$ cat config.mk
export PLATFORM = sky130hd
export DESIGN_NAME = cap_packer
export DESIGN_NICKNAME = d
export VERILOG_FILES = /design/src/rtl/cap_pack_pkg.sv /design/src/rtl/cap_field_cut.sv /design/src/rtl/cap_lane_fill.sv /design/src/rtl/cap_wr_ptr.sv /design/src/rtl/cap_packer.sv
export SDC_FILE = /design/constraint.sdc
export NUM_CORES = 1
export LEC_CHECK = 0
export BUFFER_PORTS_ARGS = -buffer_cell sky130_fd_sc_hd__clkbuf_2
export CAP_MARGIN = 10
export CELL_PAD_IN_SITES_DETAIL_PLACEMENT = 1
export CELL_PAD_IN_SITES_GLOBAL_PLACEMENT = 2
export CORE_MARGIN = 3
export CORE_UTILIZATION = 30
export DETAILED_ROUTE_END_ITERATION = 16
export GPL_ROUTABILITY_DRIVEN = 1
export HOLD_SLACK_MARGIN = 0.15
export PLACE_DENSITY_LB_ADDON = 0.2
export SLEW_MARGIN = 20
export SYNTH_ARGS = -nofsm -noshare
export SYNTH_HDL_FRONTEND = slang
export SYNTH_SLANG_ARGS = --single-unit
$ cat constraint.sdc
create_clock -name clk -period 4 [get_ports clk]
set_clock_uncertainty 0.05 [all_clocks]
set_input_delay 0.4 -clock clk [delete_from_list [all_inputs] [get_ports clk]]
set_output_delay 0.4 -clock clk [all_outputs]
set_load 0.02 [all_outputs]
$ cat src/rtl/cap_pack_pkg.sv
package cap_pack_pkg;
  localparam int SAMPLE_W  = 32;
  localparam int WORD_W    = 64;
  localparam int ADDR_STEP = WORD_W / 8;

  typedef enum logic [2:0] {
    LAYOUT_8X8  = 3'd0,
    LAYOUT_16X4 = 3'd2,
    LAYOUT_32X2 = 3'd4
  } layout_e;

  function automatic logic layout_ok(input logic [2:0] code);
    return (code == LAYOUT_8X8) || (code == LAYOUT_16X4) || (code == LAYOUT_32X2);
  endfunction
endpackage

$ cat src/rtl/cap_field_cut.sv
module cap_field_cut
  import cap_pack_pkg::*;
(
  input  logic [SAMPLE_W-1:0] word,
  input  logic [4:0]          msb,
  input  logic [4:0]          lsb,
  input  logic                sext,
  output logic [SAMPLE_W-1:0] field
);
  logic [SAMPLE_W-1:0] shifted;
  logic [4:0]          top;
  logic                fill;

  always_comb begin
    shifted = word >> lsb;
    top     = msb - lsb;
    fill    = sext & shifted[top];
    for (int i = 0; i < SAMPLE_W; i++) begin
      field[i] = (5'(i) <= top) ? shifted[i] : fill;
    end
  end
endmodule

$ cat src/rtl/cap_lane_fill.sv
module cap_lane_fill
  import cap_pack_pkg::*;
(
  input  logic                clk,
  input  logic                rst_n,
  input  logic                flush,
  input  logic [2:0]          layout,
  input  logic                sync_en,
  input  logic                s_valid,
  input  logic                s_first,
  input  logic [SAMPLE_W-1:0] s_field,
  output logic                s_ready,
  output logic                o_valid,
  output logic [WORD_W-1:0]   o_data,
  input  logic                o_ready
);
  logic [2:0]          idx, eff_idx;
  logic [WORD_W-1:0]   acc, merged;
  logic                locked, restart, fire, take, last;
  logic [5:0]          pos;
  logic [SAMPLE_W-1:0] lane_mask;

  assign s_ready = (!o_valid || o_ready) && !flush;
  assign fire    = s_valid && s_ready;
  assign restart = sync_en && !locked && s_first;
  assign take    = fire && layout_ok(layout) && (!sync_en || locked || s_first);
  assign eff_idx = restart ? 3'd0 : idx;

  always_comb begin
    case (layout)
      LAYOUT_8X8: begin
        lane_mask = 32'h0000_00FF; pos = {eff_idx, 3'b000};       last = (eff_idx == 3'd7);
      end
      LAYOUT_16X4: begin
        lane_mask = 32'h0000_FFFF; pos = {eff_idx[1:0], 4'b0000}; last = (eff_idx[1:0] == 2'd3);
      end
      LAYOUT_32X2: begin
        lane_mask = 32'hFFFF_FFFF; pos = {eff_idx[0], 5'b00000};  last = eff_idx[0];
      end
      default: begin
        lane_mask = '0; pos = '0; last = 1'b0;
      end
    endcase
    merged = (restart ? '0 : acc) |
             ({{(WORD_W-SAMPLE_W){1'b0}}, s_field & lane_mask} << pos);
  end

  always_ff @(posedge clk or negedge rst_n) begin
    if (!rst_n) begin
      idx <= '0; acc <= '0; locked <= 1'b0; o_valid <= 1'b0; o_data <= '0;
    end else if (flush) begin
      idx <= '0; acc <= '0; locked <= 1'b0; o_valid <= 1'b0;
    end else begin
      if (o_valid && o_ready) o_valid <= 1'b0;
      if (take) begin
        if (s_first) locked <= 1'b1;
        if (last) begin
          o_data  <= merged;
          o_valid <= 1'b1;
          acc     <= '0;
          idx     <= '0;
        end else begin
          acc <= merged;
          idx <= eff_idx + 3'd1;
        end
      end
    end
  end
endmodule

$ cat src/rtl/cap_wr_ptr.sv
module cap_wr_ptr
  import cap_pack_pkg::*;
#(
  parameter int AW   = 32,
  parameter int TH_W = 8
) (
  input  logic            clk,
  input  logic            rst_n,
  input  logic            flush,
  input  logic            wr_fire,
  input  logic [AW-1:0]   start_addr,
  input  logic [AW-1:0]   end_addr,
  input  logic [TH_W-1:0] thresh,
  output logic [AW-1:0]   addr,
  output logic            irq
);
  logic [TH_W-1:0] cnt, cnt_nx;

  assign cnt_nx = cnt + 1'b1;

  always_ff @(posedge clk or negedge rst_n) begin
    if (!rst_n) begin
      addr <= '0; cnt <= '0; irq <= 1'b0;
    end else if (flush) begin
      addr <= start_addr; cnt <= '0; irq <= 1'b0;
    end else begin
      irq <= 1'b0;
      if (wr_fire) begin
        addr <= (addr == end_addr) ? start_addr : addr + AW'(ADDR_STEP);
        if (thresh != '0 && cnt_nx == thresh) begin
          irq <= 1'b1;
          cnt <= '0;
        end else begin
          cnt <= cnt_nx;
        end
      end
    end
  end
endmodule

$ cat src/rtl/cap_packer.sv
module cap_packer
  import cap_pack_pkg::*;
#(
  parameter int N_IN  = 8,
  parameter int AW    = 32,
  parameter int TH_W  = 8,
  localparam int SEL_W = (N_IN > 1) ? $clog2(N_IN) : 1
) (
  input  logic                   clk,
  input  logic                   rst_n,
  input  logic [SEL_W-1:0]       src_sel,
  input  logic [N_IN-1:0]        in_valid,
  input  logic [N_IN*SAMPLE_W-1:0] in_data,
  input  logic [N_IN-1:0]        in_first,
  output logic [N_IN-1:0]        in_ready,
  input  logic [2:0]             cfg_type,
  input  logic [4:0]             cfg_msb,
  input  logic [4:0]             cfg_lsb,
  input  logic                   cfg_signed,
  input  logic                   cfg_sync,
  input  logic [AW-1:0]          cfg_start_addr,
  input  logic [AW-1:0]          cfg_end_addr,
  input  logic [TH_W-1:0]        cfg_thresh,
  input  logic                   force_finish,
  output logic                   mem_valid,
  output logic [AW-1:0]          mem_addr,
  output logic [WORD_W-1:0]      mem_data,
  input  logic                   mem_ready,
  output logic                   irq
);
  logic                ff_q, flush;
  logic                sel_valid, sel_first, pk_ready;
  logic [SAMPLE_W-1:0] sel_word, field;

  always_ff @(posedge clk or negedge rst_n) begin
    if (!rst_n) ff_q <= 1'b0;
    else        ff_q <= force_finish;
  end
  assign flush = force_finish & ~ff_q;

  always_comb begin
    sel_valid = 1'b0;
    sel_first = 1'b0;
    sel_word  = '0;
    for (int i = 0; i < N_IN; i++) begin
      if (src_sel == SEL_W'(i)) begin
        sel_valid = in_valid[i];
        sel_first = in_first[i];
        sel_word  = in_data[i*SAMPLE_W +: SAMPLE_W];
      end
    end
  end

  for (genvar g = 0; g < N_IN; g++) begin : g_ready
    assign in_ready[g] = (src_sel == SEL_W'(g)) && pk_ready;
  end

  cap_field_cut u_cut (
    .word  (sel_word),
    .msb   (cfg_msb),
    .lsb   (cfg_lsb),
    .sext  (cfg_signed),
    .field (field)
  );

  cap_lane_fill u_fill (
    .clk     (clk),
    .rst_n   (rst_n),
    .flush   (flush),
    .layout  (cfg_type),
    .sync_en (cfg_sync),
    .s_valid (sel_valid),
    .s_first (sel_first),
    .s_field (field),
    .s_ready (pk_ready),
    .o_valid (mem_valid),
    .o_data  (mem_data),
    .o_ready (mem_ready)
  );

  cap_wr_ptr #(.AW(AW), .TH_W(TH_W)) u_ptr (
    .clk        (clk),
    .rst_n      (rst_n),
    .flush      (flush),
    .wr_fire    (mem_valid && mem_ready),
    .start_addr (cfg_start_addr),
    .end_addr   (cfg_end_addr),
    .thresh     (cfg_thresh),
    .addr       (mem_addr),
    .irq        (irq)
  );
endmodule

# Word level (Yosys, flattened, before mapping)

Index checks and enable logic that the tools add are counted.

Output and inout port bits: 106
Bits in registers: 175

Muxes and demuxes: 85
Bitwise operators: 6
Reduce and logical (&&, ||, !) cells: 33
Add/sub/neg operators: 4
Magnitude comparators: 33
Shift operators: 2
Eq/ne operators: 13

Operators with widths:

| cell                                                                  | count |
|---|---|
| 32-bit two-way mux                                                    | 11 |
| 64-bit two-way mux                                                    | 4 |
| 32-bit one-hot mux with 3 select lines                                | 1 |
| 5-bit <= comparator (first input constant)                            | 16 |
| 64-bit bitwise OR                                                     | 1 |
| 32-bit by 6-bit << shifter with 64-bit output                         | 1 |
| 1-bit two-way mux                                                     | 59 |
| 4-bit by 5-bit <= comparator with 1-bit output (first input constant) | 8 |
| 32-bit by 4-bit adder with 32-bit output (second input constant)      | 1 |
| 32-bit AND                                                            | 1 |
| 32-bit == test                                                        | 1 |
| 32-bit by 5-bit >> shifter with 32-bit output                         | 1 |
| 8-bit two-way mux                                                     | 3 |
| 3-bit by 5-bit <= comparator with 1-bit output (first input constant) | 4 |
| 3-bit == test (second input constant)                                 | 6 |
| 6-bit one-hot mux with 3 select lines                                 | 1 |
| 1-bit logical AND                                                     | 16 |
| 3-bit two-way mux                                                     | 4 |
| 1-bit by 5-bit <= comparator with 1-bit output (first input constant) | 2 |
| 2-bit by 5-bit <= comparator with 1-bit output (first input constant) | 2 |
| 3-bit by 2-bit == test with 1-bit output (second input constant)      | 3 |
| 8-bit by 1-bit adder with 8-bit output (second input constant)        | 1 |
| 8-bit == test                                                         | 1 |
| 8-bit nonzero test                                                    | 1 |
| 15 further kinds                                                      | 27 |

# Longest topological paths before layout

Depth in word-level cells: 20
Mapped depth: 22

# By module

Synthesis repeated with hierarchy kept, for this count alone.

Cell total of the unflattened synthesis: 1797
Area total of the unflattened synthesis: 15677.5 sq um

Modules (own cells, without submodules):

| module        | seq. area each (sq um) | area each (sq um) | times used | cells an instance |
|---|---|---|---|---|
| cap_lane_fill | 3328.2                 | 6107.1            | 1          | 608 |
| cap_field_cut | 0.0                    | 3649.8            | 1          | 449 |
| cap_wr_ptr    | 1026.0                 | 3170.5            | 1          | 353 |
| cap_packer    | 25.0                   | 2750.1            | 1          | 387 |

# Worst setup path after synthesis

OpenSTA, ideal clock, no wires.

Path kind: input-to-reg
Start point: input cfg_lsb[1]
End point: register u_fill.o_data[63]
Arrival: 3.941 ns
Buffers on the path: 2
Library setup time: 0.126 ns
Slack: -0.117 ns
Cell stages on the path: 15
Data required time: 3.824 ns
Path through: clkbuf_1 -> clkinv_1 -> buf_2 -> fa_1 -> a21o_1 -> a21oi_1 -> xnor2_1 -> nand2_1 -> o31ai_1 -> a211o_1 -> nor3_1 -> a22oi_2 -> o221a_4 -> o21ai_4 -> a221o_1

Longest elaborated chain between the ends: 8

Ends and longest elaborated chain:

| item                                                                              | RTL line                                 | source |
|---|---|---|
| from (decl)                                                                       | cap_packer.sv:18                         | `input logic [4:0] cfg_lsb,` |
| 32-bit by 5-bit >> shifter with 32-bit output or 5-bit subtractor (tied branches) | cap_field_cut.sv:15, cap_field_cut.sv:16 |  |
| 1-bit binary-select mux with 5-bit select                                         | cap_field_cut.sv:17                      | `fill = sext & shifted[top];` |
| 1-bit two-way mux (not written as such)                                           | cap_field_cut.sv:17                      |  |
| 1-bit AND                                                                         | cap_field_cut.sv:17                      |  |
| 1-bit two-way mux                                                                 | cap_field_cut.sv:19                      | `field[i] = (5'(i) <= top) ? shifted[i] : fill;` |
| 32-bit AND *                                                                      | cap_lane_fill.sv:45                      | `({{(WORD_W-SAMPLE_W){1'b0}}, s_field & lane_mask} << pos);` |
| 32-bit by 6-bit << shifter with 64-bit output *                                   | cap_lane_fill.sv:45                      |  |
| 64-bit bitwise OR *                                                               | cap_lane_fill.sv:44                      | `merged = (restart ? '0 : acc) \|` |
| to (signal assigned)                                                              | cap_lane_fill.sv:58                      | `o_data <= merged;` |
| to (decl)                                                                         | cap_lane_fill.sv:14                      | `output logic [WORD_W-1:0] o_data,` |

Every way passes the cells marked *; elsewhere a longest branch is shown, timed or not. The select of a mux whose other input is x is not followed.
A chain may end at the register's enable or synchronous reset.

# Final worst setup path

Start point: input src_sel[0]
End point: register u_fill.o_data[60]

Longest elaborated chain between the ends: 17

Ends and longest elaborated chain:

| item                                          | RTL line            | source |
|---|---|---|
| from (decl)                                   | cap_packer.sv:11    | `input logic [SEL_W-1:0] src_sel,` |
| 3-bit zero test                               | cap_packer.sv:46    | `if (src_sel == SEL_W'(i)) begin` |
| 32-bit two-way mux (8 in series)              | cap_packer.sv:46    |  |
| 32-bit by 5-bit >> shifter with 32-bit output | cap_field_cut.sv:15 | `shifted = word >> lsb;` |
| 1-bit binary-select mux with 5-bit select     | cap_field_cut.sv:17 |  |
| 1-bit two-way mux (not written as such)       | cap_field_cut.sv:17 |  |
| 1-bit AND                                     | cap_field_cut.sv:17 |  |
| 1-bit two-way mux                             | cap_field_cut.sv:19 |  |
| 32-bit AND                                    | cap_lane_fill.sv:45 |  |
| 32-bit by 6-bit << shifter with 64-bit output | cap_lane_fill.sv:45 |  |
| 64-bit bitwise OR                             | cap_lane_fill.sv:44 |  |

Several ways; a longest one is shown, not always the timed one. The select of a mux whose other input is x is not followed.

==> reports/qor.csv <==
metric;value;unit
Initial Util;30.5;%
worst path required time;4.27;ns
sinks on the clock net;175;
Tightest Pin Transition;0.724;ns
I/O Pins;472;
Reg clk slew, reported paths;0.07;ns
H-tree Lvls;4;
Leak;11.2;nW
worst path cell trace;buf_8 -> buf_6 -> nand2b_4 -> buf_4 -> o32a_1 -> buf_4 -> nand4_1 -> nand4_1 -> a221o_1 -> o311ai_2 -> nor3_2 -> nor3_4 -> buf_12 -> and2_4 -> o22ai_4 -> a221oi_4 -> o221ai_4 -> a221o_1;
wirelength, routed;87100;um
1st-pass router iterations;5;
outcome;complete, but fails checks;
Seq/Total Area, Yosys;29.1;%
fmax;0.246;GHz
Max Slew Vio Count;0;
drt drc;0;
mapped cell area;15000;sq um
Clock power frac;25.0;%
DIE AREA;52800;sq um
via count;19144;
ys async rst share;100;%
fin crit share;102;%
Hold WC Path Type;in2reg;
area grow syn2layout;58.7;%
area share of the largest cell type after synthesis;29.1;%
synthesis warning total;0;
Final Hold Fails;0;
CTS Root Cell;clkbuf_16;
global route overflow;0;
Sw Ratio;38.3;%
CP max stage cell;a221o_1;
share of cells above drive strength 1;46.4;%
Cells after DPL;3249;
insertion delay to the later sink of the worst-skew pair;0.45;ns
Post-synth EDFFs;0;
kind of critical path;in2reg;
DIE WIDTH;230;um
Pint;4.37;mW
initial antenna violation count;4;
Worst slew margin;51.7;%
Worst Setup Slack, final;-0.0612;ns
Core ar.;49300;sq um
largest net degree at the start of global routing;74;
pwr dens;297;nW/um^2
RSZ-0062 raised after global routing;true;
top_reg_cell synth;dfrtp_1;
clock buffer depth;2;
vias per inst;5.68;
CTS tree;done;
total power;7.09;mW
Logic pwr share;47.1;%
vias in the first global route;20139;
number of max-cap violations;0;
Cell Rows;81;
cell count after synthesis;1808;
Post-DRT Antenna Nets;0;
Crit path largest cell delay;0.50;ns
port buffer count;471;
Avg Cell Area, Syn;8.32;sq um
DR iter-0 viols;1313;
Reg power frac;27.9;%
syn nets;2183;
Net count, final;3066;
fin cells;3372;
routed len/inst;25.8;um
Sequential Area;4380;sq um
area of the multi-input gates;11000;sq um
Worst EP arrival;4.33;ns
Worst Path Max Fanout;8;
Sw Pwr;2.71;mW
area leader, netlist;dfrtp_1;
Die Ht;230;um
synth top area cells;dfrtp_1 29%, mux2i_1 6.7%, nand2_1 5.4%, o21ai_0 4.5%, nor2_1 3.9%;
fillers;5938;
violated checks;setup timing;
DP HPWL;71200;um
post-synth cell types;109;
Placer Congestion;1.04;
Tmin final;4.06;ns
peak supply drop;0.000261;V
Place WS;-0.906;ns
first-pass GRT wire length;128000;um
final setup fails;11;
critical path launch point type;input pin;
Yosys reg bits;175;
cts bufs inserted;17;
Total GRT Usage;31.3;%
Crit. End Element;flop;
==> power groups by stage <==
stage | clock network, mW | logic, mW | registers, mW
floorplan | 0 | 1.25 | 2.08
global placement | 0 | 2.80 | 2.00
detailed placement | 0 | 2.82 | 2.01
CTS | 1.81 | 3.02 | 1.98
global route | 1.89 | 3.53 | 1.99
finish | 1.77 | 3.34 | 1.98
==> final timing paths <==
path                                   start           endpoint  slack, ns  depth (start not counted)
min reg2reg                u_fill.o_data[32]  u_fill.o_data[32]       0.43                          2
min in group asynchronous              rst_n  u_fill.o_data[35]       0.45                          2
max                               src_sel[0]  u_fill.o_data[60]      -0.06                         18
max in group asynchronous              rst_n       u_ptr.cnt[7]       2.37                          3
min                        cfg_start_addr[5]      u_ptr.addr[5]       0.18                          2
max reg2reg                   u_ptr.addr[13]     u_ptr.addr[31]       0.55                         12
==> cell usage in the layout, fill, tap and decap left out, types with 13 or more instances in the layout <==
| master | count |
|---|---|
| xor2_1 | 13 |
| clkbuf_16 | 21 |
| nand2b_1 | 13 |
| a22oi_1 | 13 |
| buf_4 | 428 |
| and2_1 | 16 |
| buf_6 | 26 |
| a22o_1 | 34 |
| inv_1 | 21 |
| o21ai_1 | 29 |
| a22oi_2 | 23 |
| dfrtp_1 | 175 |
| mux2i_1 | 85 |
| xnor2_1 | 41 |
| buf_12 | 21 |
| a221o_1 | 26 |
| nor3_1 | 32 |
| o22ai_2 | 13 |
| nand2_1 | 212 |
| a21oi_1 | 82 |
| nand3_1 | 60 |
| o22ai_1 | 28 |
| and3_1 | 38 |
| nor2_1 | 154 |
| dlygate4sd3_1 | 33 |
| a21oi_2 | 14 |
| a31oi_1 | 17 |
| nand4_1 | 19 |
| mux2_2 | 19 |
| o21ai_0 | 116 |
| o211ai_1 | 14 |
| o21ai_2 | 13 |
| clkbuf_2 | 467 |
==> final cells by class <==
type	instances	share of cell area, %
Antenna cell	4	0.0419
Clock buffer	18	1.84
Clock inverter	14	0.750
Inverter	26	0.414
Multi-Input combinational cell	1480	46.1
Sequential cell	175	18.4
Tap cell	664	3.48
Timing Repair Buffer	991	29.0
==> through the flow <==
step,cell area [sq um],hold WS (ns),utilization [%],setup TNS [ns]
2_1_floorplan,15000,0.0544,-,0
3_3_place_gp,21000,0.348,42.7,-78.67
3_5_place_dp,21000,0.354,42.7,-83.29
4_1_cts,22600,0.154,46.0,0
5_1_grt,23900,0.156,48.5,-5.24
6_report,23900,0.176,48.5,-0.273
==> flip-flops by register name, indices dropped and copies added, names as in the netlist <==
register / flops
u_fill.idx: 3
u_ptr.irq: 1
u_fill.o_data: 64
ff_q: 1
u_fill.locked: 1
u_fill.acc: 64
u_ptr.addr: 32
u_ptr.cnt: 8
u_fill.o_valid: 1
==> critical path: cells and delay by family <==
family	cells	cell delay (ns)
buf+inv	5	0.70
compound gates	7	2.22
simple gates	6	0.99
==> synthesized netlist by cell type, drive strengths merged (7+ instances only) <==
library cell,count
o21ai,165
nand2b,15
a22o,34
nor3b,10
buf,45
a2bb2oi,8
or2,11
nand3,62
o221ai,20
a21oi,99
xor2,13
o22ai,47
o311ai,14
a22oi,36
nand2,223
ha,8
xnor2,42
o32ai,8
and2,21
nor2,161
nand4,20
mux2i,100
inv,23
a31oi,20
clkbuf,83
dfrtp,175
nor2b,9
and3,39
o32a,7
nor4,20
nor3,39
a32oi,14
mux4,10
o211ai,16
mux2,22
a211oi,11
a21o,11
o21a,10
a221oi,27
a221o,26
a32o,11
==> cell families (layout without fill, tap and decap cells) <==
group / after synthesis / after routing / synth area share, %
simple gates: 649 / 649 / 20.6
fa+ha+maj: 9 / 9 / 0.799
other cells: 0 / 4 / 0
buf+inv: 154 / 1049 / 5.30
mux: 132 / 132 / 9.83
compound gates: 634 / 635 / 31.2
xor+xnor: 55 / 55 / 3.20
flops: 175 / 175 / 29.1
==> timing repair <==
| item | 4_1_cts | 5_1_grt |
|---|---|---|
| gates cloned | 3 | 4 |
| hold endpoints to repair | 86 | 0 |
| hold buffers | 33 | 0 |
| pin swaps | 37 | 85 |
| setup buffers | 21 | 37 |
| setup endpoints to repair | 105 | 109 |
| gates resized for setup | 90 | 187 |
==> routing by layer <==
metal  GRT usage (%)  routed length [um]  vias to the layer above
li1                -                   -                     8666
met1            37.8               34800                     9532
met2            55.7               44100                      738
met3            3.67                3650                      208
met4            14.3                4520                        0
met5               0                   0                        -
(Power assumes the default switching activity.)
